[config.mk]
export PLATFORM = sky130hd
export DESIGN_NAME = comm_wdog_mode_ctrl
export DESIGN_NICKNAME = d
export VERILOG_FILES = /design/src/rtl/wdm_pkg.sv /design/src/rtl/wdm_timer.sv /design/src/rtl/wdm_fsm.sv /design/src/rtl/wdm_limp_regs.sv /design/src/rtl/wdm_out_mux.sv /design/src/rtl/comm_wdog_mode_ctrl.sv
export SDC_FILE = /design/constraint.sdc
export NUM_CORES = 1
export LEC_CHECK = 0
export ABC_CLOCK_PERIOD_IN_PS = 3420
export BUFFER_PORTS_ARGS = -buffer_cell sky130_fd_sc_hd__buf_2
export CAP_MARGIN = 20
export CORE_UTILIZATION = 47
export CTS_CLUSTER_DIAMETER = 150
export DETAILED_ROUTE_END_ITERATION = 10
export HOLD_SLACK_MARGIN = 0.08
export PLACE_DENSITY = 0.78
export SLEW_MARGIN = 25
export SYNTH_ARGS = -nofsm -noshare
export SYNTH_HDL_FRONTEND = slang
export SYNTH_SLANG_ARGS = --single-unit
export TNS_END_PERCENT = 50
[constraint.sdc]
create_clock -name clk -period 3.42 [get_ports clk]
set_input_delay 0.513 -clock clk [delete_from_list [all_inputs] [get_ports clk]]
set_output_delay 0.513 -clock clk [all_outputs]
set_load 0.05 [all_outputs]
[src/rtl/wdm_pkg.sv]
package wdm_pkg;

   typedef enum logic [1:0] {
      MD_BOOT = 2'b00,
      MD_RUN  = 2'b01,
      MD_SOLO = 2'b10,
      MD_LIMP = 2'b11
   } wdm_mode_e;

   typedef enum logic [1:0] {
      SRC_BUS  = 2'b00,
      SRC_PIN  = 2'b01,
      SRC_LIMP = 2'b10
   } wdm_src_e;

   function automatic logic is_fallback(input wdm_mode_e m);
      return m[1];
   endfunction

endpackage

[src/rtl/wdm_timer.sv]
module wdm_timer #(
   parameter int TIMEOUT = 1024
) (
   input  logic clk,
   input  logic rst_n,
   input  logic run,
   input  logic kick,
   output logic expire
);
   localparam int CW = (TIMEOUT > 2) ? $clog2(TIMEOUT) : 1;
   localparam logic [CW-1:0] LAST = CW'(TIMEOUT - 1);
   localparam bit POW2 = ((TIMEOUT & (TIMEOUT - 1)) == 0);

   logic [CW-1:0] cnt_q;
   logic          at_last;

   generate
      if (POW2) begin : g_wrap
         assign at_last = &cnt_q;
      end else begin : g_cmp
         assign at_last = (cnt_q == LAST);
      end
   endgenerate

   assign expire = run & ~kick & at_last;

   always_ff @(posedge clk or negedge rst_n) begin
      if (!rst_n)                    cnt_q <= '0;
      else if (!run || kick || expire) cnt_q <= '0;
      else                           cnt_q <= cnt_q + 1'b1;
   end
endmodule

[src/rtl/wdm_fsm.sv]
module wdm_fsm
   import wdm_pkg::*;
(
   input  logic      clk,
   input  logic      rst_n,
   input  logic      expire,
   input  logic      boot_done,
   output wdm_mode_e mode_q,
   output logic      fail_boot_q,
   output logic      fail_run_q
);
   wdm_mode_e mode_d;

   always_comb begin
      mode_d = mode_q;
      unique case (mode_q)
         MD_BOOT: begin
            if (expire)         mode_d = MD_SOLO;
            else if (boot_done) mode_d = MD_RUN;
         end
         MD_RUN:  if (expire) mode_d = MD_LIMP;
         default: mode_d = mode_q;
      endcase
   end

   always_ff @(posedge clk or negedge rst_n) begin
      if (!rst_n) begin
         mode_q      <= MD_BOOT;
         fail_boot_q <= 1'b0;
         fail_run_q  <= 1'b0;
      end else begin
         mode_q      <= mode_d;
         fail_boot_q <= fail_boot_q | (mode_q == MD_BOOT && expire);
         fail_run_q  <= fail_run_q  | (mode_q == MD_RUN  && expire);
      end
   end
endmodule

[src/rtl/wdm_limp_regs.sv]
module wdm_limp_regs #(
   parameter int NUM_CH = 2,
   parameter int DIM_W  = 10
) (
   input  logic                    clk,
   input  logic                    rst_n,
   input  logic                    wr_open,
   input  logic [NUM_CH-1:0]       wr_sel,
   input  logic                    wr_on,
   input  logic [DIM_W-1:0]        wr_dim,
   output logic [NUM_CH-1:0]       limp_en,
   output logic [NUM_CH*DIM_W-1:0] limp_dim
);
   generate
      for (genvar i = 0; i < NUM_CH; i++) begin : g_ch
         logic             on_q;
         logic [DIM_W-1:0] dim_q;
         always_ff @(posedge clk or negedge rst_n) begin
            if (!rst_n) begin
               on_q  <= 1'b0;
               dim_q <= '0;
            end else if (wr_open && wr_sel[i]) begin
               on_q  <= wr_on;
               dim_q <= wr_dim;
            end
         end
         assign limp_en[i] = on_q;
         assign limp_dim[i*DIM_W +: DIM_W] = dim_q;
      end
   endgenerate
endmodule

[src/rtl/wdm_out_mux.sv]
module wdm_out_mux
   import wdm_pkg::*;
#(
   parameter int NUM_CH = 2,
   parameter int DIM_W  = 10
) (
   input  wdm_mode_e               mode,
   input  logic [NUM_CH-1:0]       bus_en,
   input  logic [NUM_CH*DIM_W-1:0] bus_dim,
   input  logic [NUM_CH-1:0]       ext_dim,
   input  logic                    lh_pin,
   input  logic [NUM_CH-1:0]       limp_en,
   input  logic [NUM_CH*DIM_W-1:0] limp_dim,
   output logic [NUM_CH-1:0]       ch_en,
   output logic [NUM_CH*DIM_W-1:0] ch_dim,
   output logic [2*NUM_CH-1:0]     ch_src
);
   generate
      for (genvar i = 0; i < NUM_CH; i++) begin : g_ch
         always_comb begin
            unique case (mode)
               MD_RUN: begin
                  ch_en[i]                = bus_en[i];
                  ch_dim[i*DIM_W +: DIM_W] = bus_dim[i*DIM_W +: DIM_W];
                  ch_src[2*i +: 2]        = SRC_BUS;
               end
               MD_SOLO: begin
                  ch_en[i]                = ext_dim[i] & lh_pin;
                  ch_dim[i*DIM_W +: DIM_W] = '1;
                  ch_src[2*i +: 2]        = SRC_PIN;
               end
               MD_LIMP: begin
                  ch_en[i]                = limp_en[i];
                  ch_dim[i*DIM_W +: DIM_W] = limp_dim[i*DIM_W +: DIM_W];
                  ch_src[2*i +: 2]        = SRC_LIMP;
               end
               default: begin
                  ch_en[i]                = 1'b0;
                  ch_dim[i*DIM_W +: DIM_W] = '0;
                  ch_src[2*i +: 2]        = SRC_BUS;
               end
            endcase
         end
      end
   endgenerate
endmodule

[src/rtl/comm_wdog_mode_ctrl.sv]
module comm_wdog_mode_ctrl
   import wdm_pkg::*;
#(
   parameter int NUM_CH  = 2,
   parameter int DIM_W   = 10,
   parameter int TIMEOUT = 1024
) (
   input  logic                    clk,
   input  logic                    rst_n,
   input  logic                    wd_en,
   input  logic                    txn_done,
   input  logic                    boot_done,
   input  logic [NUM_CH-1:0]       lh_wr_sel,
   input  logic                    lh_wr_on,
   input  logic [DIM_W-1:0]        lh_wr_dim,
   input  logic [NUM_CH-1:0]       bus_en,
   input  logic [NUM_CH*DIM_W-1:0] bus_dim,
   input  logic [NUM_CH-1:0]       ext_dim,
   input  logic                    lh_pin,
   output logic [1:0]              mode,
   output logic                    spi_block,
   output logic                    fail_boot,
   output logic                    fail_run,
   output logic [NUM_CH-1:0]       ch_en,
   output logic [NUM_CH*DIM_W-1:0] ch_dim,
   output logic [2*NUM_CH-1:0]     ch_src
);
   generate
      if (NUM_CH < 1)   begin : g_bad_ch  $error("NUM_CH must be at least 1"); end
      if (DIM_W < 1)    begin : g_bad_dim $error("DIM_W must be at least 1"); end
      if (TIMEOUT < 2)  begin : g_bad_to  $error("TIMEOUT must be at least 2"); end
   endgenerate

   wdm_mode_e             mode_q;
   logic                  expire;
   logic                  supervise;
   logic [NUM_CH-1:0]     limp_en;
   logic [NUM_CH*DIM_W-1:0] limp_dim;

   assign supervise = wd_en & ~is_fallback(mode_q);

   wdm_timer #(.TIMEOUT(TIMEOUT)) u_timer (
      .clk    (clk),
      .rst_n  (rst_n),
      .run    (supervise),
      .kick   (txn_done),
      .expire (expire)
   );

   wdm_fsm u_fsm (
      .clk         (clk),
      .rst_n       (rst_n),
      .expire      (expire),
      .boot_done   (boot_done),
      .mode_q      (mode_q),
      .fail_boot_q (fail_boot),
      .fail_run_q  (fail_run)
   );

   wdm_limp_regs #(.NUM_CH(NUM_CH), .DIM_W(DIM_W)) u_limp (
      .clk      (clk),
      .rst_n    (rst_n),
      .wr_open  (mode_q == MD_BOOT),
      .wr_sel   (lh_wr_sel),
      .wr_on    (lh_wr_on),
      .wr_dim   (lh_wr_dim),
      .limp_en  (limp_en),
      .limp_dim (limp_dim)
   );

   wdm_out_mux #(.NUM_CH(NUM_CH), .DIM_W(DIM_W)) u_mux (
      .mode     (mode_q),
      .bus_en   (bus_en),
      .bus_dim  (bus_dim),
      .ext_dim  (ext_dim),
      .lh_pin   (lh_pin),
      .limp_en  (limp_en),
      .limp_dim (limp_dim),
      .ch_en    (ch_en),
      .ch_dim   (ch_dim),
      .ch_src   (ch_src)
   );

   assign mode      = mode_q;
   assign spi_block = (mode_q == MD_SOLO);
endmodule

After elaboration in Yosys (flattened, before gate mapping). Index checks and enable logic that the tools add are counted.

Add/subtract/negate cells: 1. Eq/ne operators: 5. Mux-type cells: 10. Bitwise logic cells: 9. Reduce and logical (&&, ||, !) cells: 11.

Operators by type and width (count): $pmux 10 s3 (2); $add 10x1->10 const B (1); $mux 10 (1); $reduce_and 10->1 (1); $pmux 2 s2 (2); $mux 2 (3); $pmux 1 s3 (2); $and 1x1->1 (5); $eq 2x2->1 const B (2); $logic_and 1x1->1 (4); $ne 3x3->1 const B (1); $reduce_and 3->1 (1); $eq 2x1->1 const B (1); $logic_not 2->1 (1); $logic_or 1x1->1 (2); $ne 2x1->1 const B (1); $not 1->1 (2); $or 1x1->1 (2); $reduce_bool 2->1 (1); $logic_not 1->1 (1).

Bits of input ports: 43. Register bits: 36. Logic and storage cells: 44. Output and inout bits: 31.

Depth between registers and ports, before layout. Gate-level depths: netlist of run 1.

Depth after elaboration: 6. Mapped depth: 5. Gate-level depth less buffers: 4.

Cells and area by module. From an unflattened synthesis of run 1, not the netlist that was laid out.

Cell total of the unflattened synthesis: 197. Area total of the unflattened synthesis: 1960.6 um^2.

By module, submodules not included: wdm_limp_regs (area an instance 843.3 um^2, instances 1, cells an instance 50, seq. area each 550.5 um^2); wdm_timer (area an instance 503.0 um^2, instances 1, cells an instance 51, seq. area each 250.2 um^2); wdm_out_mux (area an instance 449.2 um^2, instances 1, cells an instance 82, seq. area each 0.0 um^2); wdm_fsm (area an instance 146.4 um^2, instances 1, cells an instance 11, seq. area each 100.1 um^2); comm_wdog_mode_ctrl (area an instance 18.8 um^2, instances 1, cells an instance 3, seq. area each 0.0 um^2).

Worst setup path before layout of run 1. Ideal clock, no wire load.

Path type: reg2out. Start point: reg u_fsm.mode_q[0]. End point: out ch_dim[5]. Required time: 2.907 ns. Data arrival time: 2.380 ns. Path slack: 0.527 ns. Cell stages (with the launch flop): 5. Path buffers: 2. Cells stage by stage: dfrtp_1 -> clkbuf_1 -> buf_1 -> nand2_1 -> o21ai_0.

Longest elaborated chain between the ends: 2. Elaborated cells between the ends (all ways): 4. Classes of those cells: eq/ne (3); mux (1).

Ends and longest elaborated chain: from (decl) (RTL line wdm_fsm.sv:8) `output wdm_mode_e mode_q,`; from (signal assigned) (RTL line wdm_fsm.sv:32) `mode_q <= mode_d;`; $eq 2x2->1 / $eq 2x1->1 (equally long branches) (RTL line wdm_out_mux.sv:21) `unique case (mode)`; $pmux 10 s3 (*) (RTL line wdm_out_mux.sv:21); to (decl) (RTL line comm_wdog_mode_ctrl.sv:25) `output logic [NUM_CH*DIM_W-1:0] ch_dim,`.

Every way passes the cells marked *; elsewhere a longest branch is shown, timed or not.

Final worst setup path of run 1.
Start point: reg u_fsm.mode_q[0]. End point: out ch_dim[12].

The elaborated chain is that of the path after synthesis.

==> results of run 1 <==
layout make-up:
type                       instances  area, sq um  area share, %
sequential                        36          902           38.8
multi-input combinational        139          866           37.3
timing repair buffer              74          373           16.0
clock buffer                       6         72.6           3.12
tap                               48         60.1           2.58
clock inverter                     2         35.0           1.51
inverter                           4         15.0          0.646
logic make-up (layout without fill, tap and decap cells):
family	count (synthesis)	in the layout
and+or+nand+nor	57	57
AOI/OAI and AO/OA	56	56
xor gates and xnor gates	3	3
adders and majority gates	1	1
muxes	22	22
buffers and inverters	18	86
DFF	36	36
sequential cells by signal, summed over array words and instances (netlist names):
register,cells
u_fsm.fail_boot_q,1
u_fsm.fail_run_q,1
u_limp.g_ch.on_q,2
u_limp.g_ch.dim_q,20
u_fsm.mode_q,2
u_timer.cnt_q,10
worst max-delay path, stage by stage (launching register included):
cell     delay (ns)
dfrtp_1        0.36
buf_4          0.22
inv_1          0.45
o21ai_0        0.18
o21ai_0        0.14
buf_2          0.30
power by group:
part / leakage (nW) / switching (mW) / internal (mW) / total [mW]
clock network: 0.0552 / 0.144 / 0.216 / 0.360
registers: 0.498 / 0 / 0.426 / 0.426
logic: 0.572 / 0.0215 / 0.0192 / 0.0407
synthesized netlist by cell type:
library cell | instances | area, sq um
inv_1 | 4 | 15.0
xor2_1 | 1 | 8.76
o21bai_1 | 2 | 15.0
a31oi_1 | 1 | 6.26
nand3_1 | 5 | 25.0
and3_1 | 4 | 25.0
o221a_2 | 1 | 11.3
o21ai_0 | 39 | 195
or3_1 | 2 | 12.5
o31ai_1 | 1 | 7.51
o22ai_1 | 1 | 6.26
mux2_2 | 22 | 248
nor2_1 | 13 | 48.8
ha_1 | 1 | 12.5
xnor2_1 | 2 | 17.5
buf_1 | 2 | 7.51
buf_4 | 3 | 22.5
or4_1 | 1 | 7.51
nand2_1 | 26 | 97.6
nor3b_1 | 1 | 7.51
nand4_1 | 2 | 12.5
a211oi_1 | 1 | 7.51
a311oi_1 | 1 | 8.76
or3b_4 | 1 | 11.3
and4_1 | 2 | 17.5
a22o_1 | 2 | 17.5
dfrtp_1 | 36 | 901
a21oi_1 | 6 | 30.0
clkbuf_1 | 7 | 26.3
buf_2 | 2 | 10.0
a31o_2 | 1 | 8.76
worst max-delay path by stage:
stage / to / startpoint / depth (start not counted)
detailed placement: spi_block / u_fsm.mode_q[1] / 3
global placement: ch_src[2] / u_fsm.mode_q[1] / 3
finish: ch_dim[12] / u_fsm.mode_q[0] / 5
floorplan: ch_dim[5] / u_fsm.mode_q[0] / 4
CTS: spi_block / u_fsm.mode_q[1] / 3
global route: ch_dim[12] / u_fsm.mode_q[0] / 5
per-stage QoR:
stage | total power, mW | cells
final | 0.826 | 309
after global routing | 0.861 | 309
after CTS | 0.832 | 309
after detailed placement | 0.475 | 301
after global placement | 0.475 | 301
after floorplan | 0.441 | 193
layer usage:
| metal | routed length [um] | share of wire (%) | global-route usage [%] | up-vias |
|---|---|---|---|---|
| li1 | - | - | - | 810 |
| met1 | 1840 | 44 | 25.9 | 766 |
| met2 | 1980 | 48 | 34.4 | 65 |
| met3 | 265 | 6.4 | 6.16 | 8 |
| met4 | 70 | 1.7 | 6.94 | 0 |
| met5 | 0 | 0 | 0 | - |
==> results.py, run 1 <==
metrics = {
    "place": {
        "place_hpwl_mm": 2.93,
        "port_buffers": 73,
        "place_area_sq_um": 2210,
        "gp_congestion": 0.873,
        "place_ws_ns": 1.13,
    },
    "yosys": {
        "synth.cell_area_sq_um": 1850,
        "yosys.area_share.simple_pct": 14.4,
        "synth_fp_nets": 237,
        "synth.distinct_cells": 31,
        "ys_seq_area_share_pct": 48.7,
        "synthCells": 193,
        "post_synth.cell_area_avg_sq_um": 9.58,
        "synth_adder_area_share_pct": 0.677,
        "synth_seq_cells": 36,
        "synth_compound_area_share_pct": 17.0,
        "synthMuxAreaShare_pct": 13.4,
        "yosys.area_share.xor_xnor_pct": 1.42,
        "synth.yosys.warnings": 0,
        "synth_top_family_by_area": "compound AO/OA/AOI/OAI gates",
    },
    "die": {
        "core_area_sq_um": 3720,
        "initial_core_util_pct": 49.7,
        "num_rows": 22,
        "dieArea_sq_um": 4190,
        "fp.dieH_um": 64.7,
        "pin_count": 74,
        "die_w_um": 64.7,
    },
    "layout": {
        "fin_area_sq_um": 2320,
        "area_delta_synth_final_pct": 25.7,
        "final_cell_mix": "buf_2, o21ai_0, dfrtp_1, nand2_1, mux2_2",
        "drive_above_1_share_pct": 41.0,
        "fin_nets": 304,
        "final_common_cell": "buf_2",
        "utilization_pct": 62.5,
        "diodes": 0,
        "fillCellCount": 308,
    },
    "flow_run": {
        "maxCapViolations": 0,
    },
    "timing": {
        "finalMaxSlewViolations": 0,
        "final-hold-violation-count": 0,
        "final.setup.tns_ns": 0,
        "fin_crit_sh_pct": 71.8,
        "rsz0062_at_grt": "false",
        "hold-worst-slack_ns": 0.293,
        "setup_violations": 0,
        "max_slew_margin_pct": 49.3,
        "period_minus_slack_ns": 2.45,
        "worst_pin_slew_ns": 0.761,
        "setup_slack_ns": 0.966,
        "max_freq_ghz": 0.407,
        "worst_clock_skew_ns": 0.00184,
    },
    "pwr": {
        "p_per_area_nw_per_um2": 356,
        "ir_drop_mv": 0.345,
        "power_leakage_nw": 1.13,
    },
    "setup_path": {
        "ff2ff_path_depth": 4,
        "worstReg2RegEnd": "u_limp.g_ch[1].dim_q[5]",
        "critical_path.endpoint_type": "output pin",
        "reg2reg_slack_ns": 1.27,
        "path_class": "register to output pin",
        "r2r-start": "u_fsm.mode_q[0]",
        "crit_path_max_fanout": 30,
        "cp-start-kind": "register",
        "cp.arrival_ns": 1.94,
        "cp_data_required_time_ns": 2.91,
    },
    "routing": {
        "routed_wl_mm": 4.16,
        "post_drt_wl_per_cell_um": 13.5,
        "drc": 0,
        "vias": 1649,
        "drtIter0Drc": 56,
        "detail-route-antenna-nets": 0,
        "viasPerCell": 5.34,
        "firstDrtPassIters": 5,
    },
    "clocking": {
        "clkTransAtPathRegs_ns": 0.07,
        "root_buffer": "clkbuf_8",
        "cts_made_buffers": 5,
        "cts_tree": "yes",
        "htreeDepth": 2,
        "ctsResizeCount": 0,
        "ctsHoldBuffers": 0,
        "cts_setup_buffers": 0,
        "clock_path_buffers": 2,
        "clk_latency_ns": 0.28,
        "cts.sinks": 36,
    },
    "status": {
        "status": "completed",
    },
    "global_route": {
        "grt_max_degree": 46,
        "grt_pass1_wl_mm": 6.56,
        "antenna_found_initial": 0,
        "grt_use_total_pct": 20.8,
        "overflow": 0,
        "grt_pass1_vias": 1453,
    },
    "min_path": {
        "hp-class": "primary input to async pin",
    },
}
No activity file was read; power rests on OpenSTA's default activity.
==> run 2: changes to the inputs <==
- ABC_AREA: default -> 1
- ABC_CLOCK_PERIOD_IN_PS: 3420 -> 2100
- CORE_UTILIZATION: 47 -> 43
- PLACE_DENSITY: 0.78 -> 0.75
- clock period: 3.42 -> 2.1 ns (I/O delays scaled with it)
==> run 2 against run 1 <==
Against the previous run:
- worst hold slack lost 0.19 ns
- count of clock-buffer cells in the layout decreased by 1
- critical path depth up 2
- cell area rose by 3.5%
==> results.py, run 2 <==
metrics = {
    "routing": {
        "vias": 1824,
        "drtIter0Drc": 110,
        "detail-route-antenna-nets": 0,
        "post_drt_wl_per_cell_um": 12.0,
        "firstDrtPassIters": 4,
        "routed_wl_mm": 4.39,
        "drc": 0,
        "viasPerCell": 4.97,
    },
    "layout": {
        "final_cell_mix": "nand2_1, buf_2, o21ai_0, dfrtp_1, inv_1",
        "largest_registers": "u_limp.g_ch.dim_q (20), u_timer.cnt_q (10)",
        "diodes": 0,
        "largest_register_ffs": 20,
        "area_delta_synth_final_pct": 28.7,
        "drive_above_1_share_pct": 29.3,
        "fillCellCount": 373,
        "final_common_cell": "nand2_1",
        "fin_nets": 360,
        "regMostFlops": "u_limp.g_ch.dim_q",
    },
    "die": {
        "initial_core_util_pct": 45.7,
        "dieArea_sq_um": 4610,
        "num_rows": 23,
        "pin_count": 74,
        "die_w_um": 67.9,
        "fp.dieH_um": 67.9,
        "core_area_sq_um": 4090,
    },
    "clocking": {
        "root_buffer": "clkbuf_8",
        "clkTransAtPathRegs_ns": 0.08,
        "clock_path_buffers": 2,
        "htreeDepth": 2,
        "cts.sinks": 36,
        "cts_made_buffers": 5,
        "cts_tree": "yes",
        "clk_latency_ns": 0.30,
        "cts_setup_buffers": 0,
    },
    "global_route": {
        "antenna_found_initial": 0,
        "grt_pass1_vias": 1638,
        "overflow": 0,
        "grt_pass1_wl_mm": 7.09,
        "grt_max_degree": 37,
        "grt_use_total_pct": 21.1,
    },
    "setup_path": {
        "cp_top_family": "buffers and inverters",
        "cp.arrival_ns": 1.58,
        "cp-start-kind": "register",
        "crit_path_max_fanout": 20,
        "path_class": "register to output pin",
        "crit_buf_inv": 4,
        "crit_path_cell_trace": "inv_1, nand2_1, inv_1, buf_12, nand2_1, nand3_1, buf_2",
        "critical_path.endpoint_type": "output pin",
        "critical-path-max-stage-delay_ns": 0.39,
        "critPathSlowestCell": "dfrtp_1",
        "cp_data_required_time_ns": 1.78,
    },
    "pwr": {
        "p_per_area_nw_per_um2": 668,
        "seqPwrFrac_pct": 43.1,
        "power.share.clock_pct": 53.2,
        "p_total_mw": 1.61,
        "ir_drop_mv": 0.395,
        "power_leakage_nw": 1.35,
        "intPower_mw": 1.32,
        "sw_frac_of_total_pct": 18.1,
        "comb_power_share_pct": 3.6,
        "p_switching_mw": 0.290,
    },
    "timing": {
        "fin_crit_sh_pct": 90.4,
        "hold-worst-slack_ns": 0.0982,
        "max_freq_ghz": 0.527,
        "final.setup.tns_ns": 0,
        "final-hold-violation-count": 0,
        "period_minus_slack_ns": 1.90,
        "setup_violations": 0,
        "rsz0062_at_grt": "false",
        "setup_slack_ns": 0.201,
        "max_slew_margin_pct": 47.0,
        "finalMaxSlewViolations": 0,
        "worst_clock_skew_ns": 0.0144,
        "worst_pin_slew_ns": 0.795,
    },
    "yosys": {
        "synth_fp_nets": 290,
        "synth.distinct_cells": 23,
        "yosys_most_used_dff": "dfrtp_1",
        "ys_async_sr_fraction_pct": 100,
        "synth_seq_cells": 36,
        "synth.most_common_cell": "nand2_1",
        "synth.yosys.warnings": 0,
        "synth_top_cell_area_share_pct": 48.2,
        "ys_top_cells_by_area": "dfrtp_1, nand2_1, o21ai_0",
        "ys_seq_area_share_pct": 48.2,
        "post_synth.cell_area_avg_sq_um": 7.59,
        "synth-edff-count": 0,
        "synth_commonest_cells": "nand2_1, o21ai_0, dfrtp_1, inv_1, nor2_1",
        "synth.cell_area_sq_um": 1870,
        "synth_largest_area_cell": "dfrtp_1",
        "synthCells": 246,
    },
    "place": {
        "place_ws_ns": 0.459,
        "place_hpwl_mm": 3.09,
        "gp_congestion": 0.775,
        "port_buffers": 73,
    },
    "status": {
        "status": "completed",
    },
    "min_path": {
        "hp-class": "primary input to async pin",
    },
    "flow_run": {
        "maxCapViolations": 0,
    },
}
==> run 2: cell types whose count changed in the layout (fill, tap and decap cells not counted), moves of 3 or more <==
cell | previous run | this run
nand2_1 | 26 | 87
mux2_2 | 22 | 0
inv_1 | 4 | 23
nand3_1 | 5 | 11
a21oi_1 | 6 | 2
and3_1 | 4 | 0
nor2_1 | 13 | 16
==> run 2: cell type report <==
class                   instances  area, sq um  share of cell area, %
clock inverters                 3         90.1                   3.75
clock buffers                   5         68.8                   2.86
flip-flops and latches         36          901                   37.5
inverters                      25         93.8                   3.90
well taps                      50         62.6                   2.60
multi-input cells             172          788                   32.8
repair buffers                 76          400                   16.6
==> run 2: final timing paths <==
path	end	slack (ns)	start	depth (start not counted)
setup reg to reg	u_limp.g_ch[1].dim_q[6]	0.43	u_fsm.mode_q[1]	5
hold / removal	u_limp.g_ch[0].dim_q[7]	0.1	rst_n	1
setup / recovery	ch_en[1]	0.20	u_fsm.mode_q[1]	7
hold reg to reg	u_fsm.fail_boot_q	0.46	u_fsm.fail_boot_q	2
max in group asynchronous	u_timer.cnt_q[7]	1.49	rst_n	1
min in group clk	u_limp.g_ch[1].on_q	0.28	lh_wr_on	3
==> run 2: metal layers <==
metal / wire [um] / global-route usage (%) / vias up
met4: 42 / 8.85 / 0
met1: 1960 / 26.2 / 844
met3: 297 / 4.50 / 5
met2: 2090 / 35.4 / 66
met5: 0 / 0 / -
li1: - / - / 909
==> run 2: power groups by stage <==
stage	clock network, mW	logic [mW]	registers (mW)
6_report	0.855	0.0585	0.693
5_1_grt	0.890	0.0673	0.692
4_1_cts	0.863	0.0599	0.693
3_5_place_dp	0	0.0593	0.706
3_3_place_gp	0	0.0580	0.706
2_1_floorplan	0	0.00589	0.707
==> run 2: through the flow <==
| stage | std cells | utilization [%] | area [sq um] |
|---|---|---|---|
| final | 367 | 58.8 | 2400 |
| after global routing | 367 | 58.8 | 2400 |
| after CTS | 367 | 58.8 | 2400 |
| after detailed placement | 359 | 55.0 | 2250 |
| after global placement | 359 | 55.0 | 2250 |
| after floorplan | 246 | - | 1870 |
==> run 2: logic make-up after synthesis <==
family,after synthesis,synth area share [%]
AND/OR/NAND/NOR,122,27.6
AO/OA/AOI/OAI,45,12.1
buffers and inverters,38,9.58
flip-flops,36,48.2
XOR/XNOR,4,1.88
adder cells (fa/ha/maj),1,0.670
==> run 2: what timing repair did <==
item | CTS | global route
setup endpoints to repair | 0 | 3
resized for setup | 0 | 1
hold buffers | 0 | 0
==> run 2: worst register-to-register path, cell delays in order (launching register included) <==
cell and delay [ns]:
dfrtp_1 0.39, buf_4 0.22, nor2_1 0.18, nand2_1 0.41
nand2_1 0.20, o21ai_0 0.12
==> run 3: changes to the inputs <==
- CORE_ASPECT_RATIO: default -> 2
==> run 3 against run 2 <==
Against the previous run:
- cell count grew 0.27%
- wire length shrank 3.1%
- register-to-register slack gained 0.05 ns
==> results.py, run 3 (same netlist as run 2, synthesis figures left out) <==
metrics = {
    "timing": {
        "max_slew_margin_pct": 48.3,
        "worst_pin_slew_ns": 0.775,
        "max_freq_ghz": 0.510,
        "rsz0062_at_grt": "false",
        "fin_crit_sh_pct": 93.3,
        "final.setup.tns_ns": 0,
        "period_minus_slack_ns": 1.96,
        "worst_clock_skew_ns": 0.00502,
        "finalMaxSlewViolations": 0,
        "setup_violations": 0,
        "final-hold-violation-count": 0,
    },
    "setup_path": {
        "crit_path_max_fanout": 17,
        "worstSetupStartpoint": "u_fsm.mode_q[0]",
        "cp-start-kind": "register",
        "ff2ff_path_depth": 5,
        "critical_path.endpoint_type": "output pin",
        "cp.arrival_ns": 1.64,
        "cp_data_required_time_ns": 1.78,
        "worstReg2RegEnd": "u_limp.g_ch[1].dim_q[0]",
        "reg2reg_slack_ns": 0.48,
        "path_class": "register to output pin",
        "r2r-start": "u_fsm.mode_q[1]",
    },
    "die": {
        "num_rows": 33,
        "die_w_um": 48.6,
        "pin_count": 74,
        "fp.dieH_um": 95.2,
        "core_area_sq_um": 4130,
        "initial_core_util_pct": 45.2,
        "dieArea_sq_um": 4630,
    },
    "pwr": {
        "ir_drop_mv": 0.480,
        "p_per_area_nw_per_um2": 545,
        "power_leakage_nw": 1.32,
    },
    "place": {
        "port_buffers": 73,
        "gp_congestion": 0.826,
        "place_hpwl_mm": 3.14,
    },
    "clocking": {
        "htreeDepth": 2,
        "root_buffer": "clkbuf_8",
        "cts_tree": "yes",
        "cts_setup_buffers": 0,
        "clkTransAtPathRegs_ns": 0.07,
        "cts_made_buffers": 5,
        "ctsResizeCount": 0,
        "clk_latency_ns": 0.28,
        "ctsHoldBuffers": 0,
        "clock_path_buffers": 2,
        "cts.sinks": 36,
    },
    "global_route": {
        "overflow": 0,
        "grt_pass1_vias": 1690,
        "grt_max_degree": 37,
        "antenna_found_initial": 0,
        "grt_pass1_wl_mm": 7.10,
        "grt_use_total_pct": 20.3,
    },
    "routing": {
        "routed_wl_mm": 4.26,
        "firstDrtPassIters": 4,
        "drtIter0Drc": 23,
        "post_drt_wl_per_cell_um": 11.6,
        "vias": 1762,
        "viasPerCell": 4.79,
        "detail-route-antenna-nets": 0,
        "drc": 0,
    },
    "layout": {
        "drive_above_1_share_pct": 28.8,
        "utilization_pct": 56.5,
        "area_delta_synth_final_pct": 24.8,
        "fillCellCount": 457,
        "final_cell_mix": "nand2_1, buf_2, o21ai_0, dfrtp_1, inv_1",
        "largest_registers": "u_limp.g_ch.dim_q (20), u_timer.cnt_q (10)",
        "largest_register_ffs": 20,
        "final_common_cell": "nand2_1",
        "fin_nets": 360,
        "diodes": 0,
        "regMostFlops": "u_limp.g_ch.dim_q",
    },
    "flow_run": {
        "maxCapViolations": 0,
    },
    "min_path": {
        "hp-class": "primary input to async pin",
    },
    "status": {
        "status": "completed",
    },
}
==> run 3: cell types whose count changed in the layout (fill, tap and decap cells not counted), sizes merged <==
cell,before,now
bufinv,3,0
clkbuf,5,7
==> run 3: worst max-delay path by stage <==
stage            endpoint  slack (ns)  depth (start not counted)
2_1_floorplan    ch_en[0]        0.04                          4
3_3_place_gp   ch_dim[13]        0.43                          5
3_5_place_dp   ch_dim[13]        0.44                          5
4_1_cts        ch_dim[13]        0.11                          5
5_1_grt        ch_dim[18]        0.04                          5
6_report       ch_dim[13]        0.14                          5
==> run 3: final cells by class <==
cell class | count | area, sq um | area share [%]
timing repair buffer | 76 | 388 | 16.6
multi-input combinational | 172 | 788 | 33.8
inverter | 25 | 93.8 | 4.02
tap | 52 | 65.1 | 2.79
clock buffer | 7 | 96.3 | 4.13
sequential | 36 | 901 | 38.6
==> run 3: report_power, final <==
part	switching, mW	leakage, nW	internal (mW)
registers	0	0.482	0.693
clock network	0.228	0.0503	0.292
logic	0.0298	0.791	0.0287
==> run 3: stage by stage <==
stage / hold slack [ns] / area (sq um) / std cells / total power [mW] / worst slack [ns]
floorplan: 0.0194 / 1870 / 246 / 0.712 / 0.0431
global route: 0.173 / 2330 / 368 / 1.33 / 0.0382
detailed placement: 0.441 / 2240 / 361 / 0.766 / 0.437
CTS: 0.130 / 2330 / 368 / 1.29 / 0.110
global placement: 0.432 / 2240 / 361 / 0.766 / 0.434
finish: 0.103 / 2330 / 368 / 1.27 / 0.141
==> run 3: layer usage <==
layer	vias up	GRT usage, %	routed length [um]
li1	904	-	-
met5	-	0	0
met3	9	4.15	251
met1	794	19.6	1550
met4	0	11.8	105
met2	55	38.8	2360
==> run 3: critical path, stage by stage, from the launching register on <==
cell,delay (ns)
dfrtp_1,0.42
inv_1,0.21
buf_4,0.24
o21ai_0,0.13
nand2_1,0.09
buf_2,0.25
